**config.mk**
```make
export PLATFORM = sky130hd
export DESIGN_NAME = fc_trig_arbiter
export DESIGN_NICKNAME = d
export VERILOG_FILES = /design/src/rtl/fc_arb_pkg.sv /design/src/rtl/fc_pend_bank.sv /design/src/rtl/fc_lowest_pick.sv /design/src/rtl/fc_trig_arbiter.sv
export SDC_FILE = /design/constraint.sdc
export NUM_CORES = 1
export LEC_CHECK = 0
export BUFFER_PORTS_ARGS = -buffer_cell sky130_fd_sc_hd__buf_2
export CORE_MARGIN = 4
export CORE_UTILIZATION = 50
export DETAILED_ROUTE_END_ITERATION = 10
export HOLD_SLACK_MARGIN = 0.05
export PLACE_DENSITY = 0.73
export SLEW_MARGIN = 20
export SYNTH_ARGS = -nofsm -noshare
export SYNTH_HDL_FRONTEND = slang
export SYNTH_HIERARCHICAL = 1
export SYNTH_SLANG_ARGS = --single-unit
```
**constraint.sdc**
```tcl
create_clock -name clk_i -period 2.45 [get_ports clk_i]
set_input_delay 0.245 -clock clk_i [delete_from_list [all_inputs] [get_ports clk_i]]
set_output_delay 0.245 -clock clk_i [all_outputs]
set_load 0.05 [all_outputs]
```
**src/rtl/fc_arb_pkg.sv**
```systemverilog
package fc_arb_pkg;
  typedef enum logic [1:0] {
    REG_EN   = 2'd0,
    REG_PRIO = 2'd1,
    REG_STAT = 2'd2,
    REG_CTRL = 2'd3
  } reg_addr_e;

  localparam int unsigned CTRL_PAUSE  = 0;
  localparam int unsigned CTRL_RESUME = 1;
  localparam int unsigned CTRL_RUN    = 2;
  localparam int unsigned CTRL_FLUSH  = 3;
endpackage

```
**src/rtl/fc_pend_bank.sv**
```systemverilog
module fc_pend_bank #(
  parameter int unsigned N = 24
) (
  input  logic         clk_i,
  input  logic         rst_ni,
  input  logic [N-1:0] req_i,
  input  logic [N-1:0] clr_i,
  input  logic         flush_i,
  output logic [N-1:0] pend_o
);
  logic [N-1:0] prev_q, pend_q, rise;

  assign rise = req_i & ~prev_q;

  always_ff @(posedge clk_i or negedge rst_ni) begin
    if (!rst_ni) begin
      prev_q <= '0;
      pend_q <= '0;
    end else begin
      prev_q <= req_i;
      if (flush_i) pend_q <= '0;
      else         pend_q <= (pend_q & ~clr_i) | rise;  // new edge beats clear
    end
  end

  assign pend_o = pend_q;

  for (genvar g = 0; g < N; g++) begin : g_chk
    assert_pend_hold_R1: assert property (@(posedge clk_i) disable iff (!rst_ni)
      $fell(pend_q[g]) |-> $past(clr_i[g] || flush_i));
  end

  assert_clr_onehot_R7: assert property (@(posedge clk_i) disable iff (!rst_ni)
    $onehot0(clr_i));
endmodule

```
**src/rtl/fc_lowest_pick.sv**
```systemverilog
module fc_lowest_pick #(
  parameter int unsigned W  = 24,
  localparam int unsigned IW = $clog2(W)
) (
  input  logic          clk_i,
  input  logic          rst_ni,
  input  logic [W-1:0]  req_i,
  output logic          found_o,
  output logic [IW-1:0] idx_o
);
  always_comb begin
    found_o = 1'b0;
    idx_o   = '0;
    for (int i = W - 1; i >= 0; i--) begin
      if (req_i[i]) begin
        found_o = 1'b1;
        idx_o   = IW'(i);
      end
    end
  end

  assert_pick_lowest_R4: assert property (@(posedge clk_i) disable iff (!rst_ni)
    found_o |-> (req_i[idx_o] && ((req_i & ((W'(1) << idx_o) - W'(1))) == '0)));
endmodule

```
**src/rtl/fc_trig_arbiter.sv**
```systemverilog
module fc_trig_arbiter
  import fc_arb_pkg::*;
#(
  parameter int unsigned N_CMD = 16,
  parameter int unsigned N_FA  = 4,
  parameter int unsigned N_FB  = 4,
  parameter int unsigned DW    = 32,
  localparam int unsigned N    = N_CMD + N_FA + N_FB,
  localparam int unsigned IW   = $clog2(N)
) (
  input  logic             clk_i,
  input  logic             rst_ni,
  input  logic [N_CMD-1:0] cmd_trig_i,
  input  logic [N_FA-1:0]  fifo_a_irq_i,
  input  logic [N_FB-1:0]  fifo_b_irq_i,
  input  logic             done_i,
  input  logic             reg_we_i,
  input  logic [1:0]       reg_addr_i,
  input  logic [DW-1:0]    reg_wdata_i,
  output logic [DW-1:0]    reg_rdata_o,
  output logic             sel_valid_o,
  output logic [IW-1:0]    sel_idx_o
);
  logic [N-1:0]  en_q, prio_q, pend, elig, elig_hi, clr_vec, trig;
  logic          paused_q, run_q;
  logic [IW-1:0] grant_q, hi_idx, lo_idx, pick_idx;
  logic          any_hi, any_lo, done_acc, flush, grant_fire;
  logic          wr_en, wr_prio, wr_ctrl;

  // index order: commands, then FIFO A, then FIFO B
  assign trig = {fifo_b_irq_i, fifo_a_irq_i, cmd_trig_i};

  assign wr_en   = reg_we_i && (reg_addr_i == REG_EN);
  assign wr_prio = reg_we_i && (reg_addr_i == REG_PRIO);
  assign wr_ctrl = reg_we_i && (reg_addr_i == REG_CTRL);
  assign flush   = wr_ctrl && reg_wdata_i[CTRL_FLUSH];

  assign done_acc = done_i && run_q;
  for (genvar g = 0; g < N; g++) begin : g_clr
    assign clr_vec[g] = done_acc && (grant_q == IW'(g));
  end

  fc_pend_bank #(.N(N)) u_pend (
    .clk_i   (clk_i),
    .rst_ni  (rst_ni),
    .req_i   (trig),
    .clr_i   (clr_vec),
    .flush_i (flush),
    .pend_o  (pend)
  );

  assign elig    = pend & en_q;
  assign elig_hi = elig & prio_q;

  fc_lowest_pick #(.W(N)) u_pick_hi (
    .clk_i (clk_i), .rst_ni (rst_ni),
    .req_i (elig_hi), .found_o (any_hi), .idx_o (hi_idx)
  );

  fc_lowest_pick #(.W(N)) u_pick_lo (
    .clk_i (clk_i), .rst_ni (rst_ni),
    .req_i (elig), .found_o (any_lo), .idx_o (lo_idx)
  );

  assign pick_idx   = any_hi ? hi_idx : lo_idx;
  assign grant_fire = !run_q && !paused_q && any_lo && !flush;

  always_ff @(posedge clk_i or negedge rst_ni) begin
    if (!rst_ni) begin
      en_q     <= '0;
      prio_q   <= '0;
      paused_q <= 1'b0;
      run_q    <= 1'b0;
      grant_q  <= '0;
    end else begin
      if (wr_en)   en_q   <= reg_wdata_i[N-1:0];
      if (wr_prio) prio_q <= reg_wdata_i[N-1:0];
      if (flush) begin
        paused_q <= 1'b0;
        run_q    <= 1'b0;
      end else begin
        if (wr_ctrl && reg_wdata_i[CTRL_RESUME]) paused_q <= 1'b0;
        if (wr_ctrl && reg_wdata_i[CTRL_PAUSE])  paused_q <= 1'b1;
        if (done_acc) run_q <= 1'b0;
        else if (grant_fire) begin
          run_q   <= 1'b1;
          grant_q <= pick_idx;
        end
      end
    end
  end

  always_comb begin
    reg_rdata_o = '0;
    unique case (reg_addr_i)
      REG_EN:   reg_rdata_o[N-1:0] = en_q;
      REG_PRIO: reg_rdata_o[N-1:0] = prio_q;
      REG_STAT: reg_rdata_o[N-1:0] = pend;
      REG_CTRL: begin
        reg_rdata_o[CTRL_PAUSE] = paused_q;
        reg_rdata_o[CTRL_RUN]   = run_q;
      end
      default: reg_rdata_o = '0;
    endcase
  end

  assign sel_valid_o = run_q;
  assign sel_idx_o   = grant_q;

  assert_idx_stable_R2: assert property (@(posedge clk_i) disable iff (!rst_ni)
    (run_q && $past(run_q)) |-> $stable(grant_q));

  assert_hi_first_R3: assert property (@(posedge clk_i) disable iff (!rst_ni)
    (grant_fire && |elig_hi) |-> prio_q[pick_idx]);

  assert_grant_elig_R5: assert property (@(posedge clk_i) disable iff (!rst_ni)
    grant_fire |-> (en_q[pick_idx] && pend[pick_idx]));

  assert_no_grant_paused_R8: assert property (@(posedge clk_i) disable iff (!rst_ni)
    $rose(run_q) |-> !$past(paused_q));
endmodule

```
==> qor.csv <==
metric,value,unit
status,completed,
setup_viol_count_final,0,
die-area,0.0127,mm^2
hold_ws,0.0999,ns
ant_nets,0,
post-place-ws,0.116,ns
synthArstFlopShare,100,%
synth_flop_cell,dfrtp_1,
critical_path.cell_chain,"and3_1, or4_4, nor4b_4, nand2_2, mux2_2, mux2_2",
synth_edf_count,0,
critPathCaptureType,register,
clock_sinks,103,
io_pins,100,
clk_latency,0.39,ns
yosysWarnings,6,
drive_gt1_share,28.5,%
skew,0.0105,ns
cts_buffer_depth,2,
cpPeakStageDelay,0.56,ns
ys_types,44,
fin_nets,693,
clkTransAtPathRegs,0.10,ns
final.setup.tns,0,ns
crit_fanout,5,
critPathSlowestCell,or4_4,
arrival,2.56,ns
stdcell_count,770,
syn2layout_area_growth,18.6,%
synth_area,0.00546,mm^2
r2r_end,sel_idx_o[0],
hold_class,in2reg,
grt_setup_unrepaired,false,
wl_per_cell,17.5,um
slew-limit-headroom,59.9,%
ir_drop,0.000555,V
wirelength,13500,um
grt_max_degree,60,
cts_tree,yes,
hpwl,9700,um
avgSynthCellArea,10.5,um^2
die_w,113,um
rrSetupSlack,0.17,ns
numCtsBuffers,9,
initial_core_util,52.2,%
period_minus_slack,2.28,ns
slew_violations,0,
routed_via_density,5.50,
drc_errors,0,
r2r-start,u_pend/pend_o[16],
worst_pin_slew,0.602,ns
critPathTopFamily,simple AND/OR/NAND/NOR gates,
endpoint,sel_idx_o[0],
postSynthCellCount,519,
antenna_cells,0,
worst-path-stages,6,
grt_pass1_vias,4361,
dp_cells,731,
drt_iter0_drc,283,
synth_seq_area_share,47.2,%
postCtsSetupBuffers,0,
setup_slack,0.168,ns
htreeDepth,3,
fmax,0.438,GHz
powerDensity,870,mW/mm^2
crit_required,2.73,ns
place.port_buffers,83,
core,0.0105,mm^2
synth_top_area_share,47.2,%
max-cap-violations,0,
finalCritPeriodShare,93.1,%
die_h,113,um
rows,37,
critPathKind,reg2reg,
gp_congestion,0.883,
crit_top_cell,mux2_2,
p_leak,2.93,nW
finalHoldViolCount,0,
yosys.area.top_type,dfrtp_1,
drt-pass1-iter-count,4,
critPathBufInv,0,
grt_pass1_wl,21900,um
start_kind,register,
crit_start,u_pend/pend_o[16],
ff2ff_path_depth,6,
grt_usage,22.0,%
ys_ff_latch,103,
cts_root_buf,clkbuf_8,
synth.area.top_cells,"dfrtp_1 47%, mux2_2 12%, nand2b_1 6.0%",
vias,4234,
grt.overflow.total,0,
antenna_found_initial,0,
[how the worst min path moves through the flow]
stage,start,cells after the start,slack (ns),to
2_1_floorplan,rst_ni,0,-0.05,en_q[0]
3_3_place_gp,rst_ni,1,0.29,u_pend/prev_q[10]
3_5_place_dp,rst_ni,1,0.30,u_pend/prev_q[10]
4_1_cts,reg_wdata_i[13],2,0.09,en_q[13]
5_1_grt,reg_wdata_i[23],2,0.08,prio_q[23]
6_report,reg_wdata_i[13],2,0.1,en_q[13]
[flip-flops by register name, summed over array words and instances (netlist names)]
signal and flops:
en_q 24, prio_q 24, u_pend/pend_o 24, u_pend/prev_q 24, sel_idx_o 5, paused_q 1, sel_valid_o 1
[logic make-up (layout without fill, tap and decap cells)]
family / count (synthesis) / count (layout) / share of synthesized area, %
simple gates: 226 / 226 / 23.6
flops: 103 / 103 / 47.2
mux: 82 / 82 / 16.8
compound gates: 79 / 79 / 8.73
buf+inv: 28 / 136 / 3.62
other cells: 1 / 8 / 0.0687
[routing by layer]
layer	vias to the layer above	global-route usage, %	share of wire, %	wire [um]
li1	2042	-	-	-
met1	2069	29.3	46	6140
met2	105	34.9	46	6250
met3	18	5.82	5.9	790
met4	0	7.21	2.1	283
met5	-	0	0	0
[Yosys cell counts (4+ instances only)]
library cell  instances
o21bai_1              6
buf_6                 7
a21oi_1              25
nor2b_1              10
nand2_1              34
and3_1               24
inv_1                 4
nor3_1               10
buf_4                10
nor4_1               12
o211ai_1              4
o21ai_0              25
nor2_1               41
mux2i_1              22
o21ai_1               4
dfrtp_1             103
nand2b_1             52
clkbuf_1              5
and2_1               24
mux2_2               58
[layout make-up]
cell class                 instances  area (um^2)
clock buffer                      10          138
clock inverter                     4         95.1
fill                             911         3990
inverter                           4         15.0
multi-input combinational        395         2720
sequential                       103         2580
tap                              136          170
timing repair buffer             118          756
[metrics by stage]
stage	instance area (um^2)	utilization [%]	total power [mW]
after floorplan	5490	-	3.77
after global placement	5980	57.2	4.29
after detailed placement	5980	57.2	4.35
after CTS	6460	61.8	5.64
after global routing	6470	61.9	5.96
final	6470	61.9	5.63
[cell usage in the layout, fill, tap and decap left out, drive strengths merged, types with 3 or more instances in the layout]
master       instances
o211ai               4
nor4                14
mux2                58
nand2               35
and2                24
nor2b               10
and3                24
dlygate4sd3         25
o21bai               6
conb                 8
a21oi               27
buf                 93
o21ai               29
dfrtp              103
nor2                41
clkbuf              10
bufinv               3
nand2b              52
inv                  4
mux2i               22
nor3                10
[what timing repair did]
item / CTS / global route
resized for setup: 0 / 2
hold buffers: 25 / 0
endpoints found under the setup margin: 0 / 5
endpoints found under the hold margin: 68 / 0
[power by group]
part	internal [mW]	total [mW]	leakage, nW	switching (mW)
clock	0.693	1.26	0.118	0.565
sequential	1.99	2.26	1.18	0.270
combinational	0.803	2.11	1.63	1.31
total	3.49	5.63	2.93	2.14
Note: power is estimated with default switching activity, not from simulation.
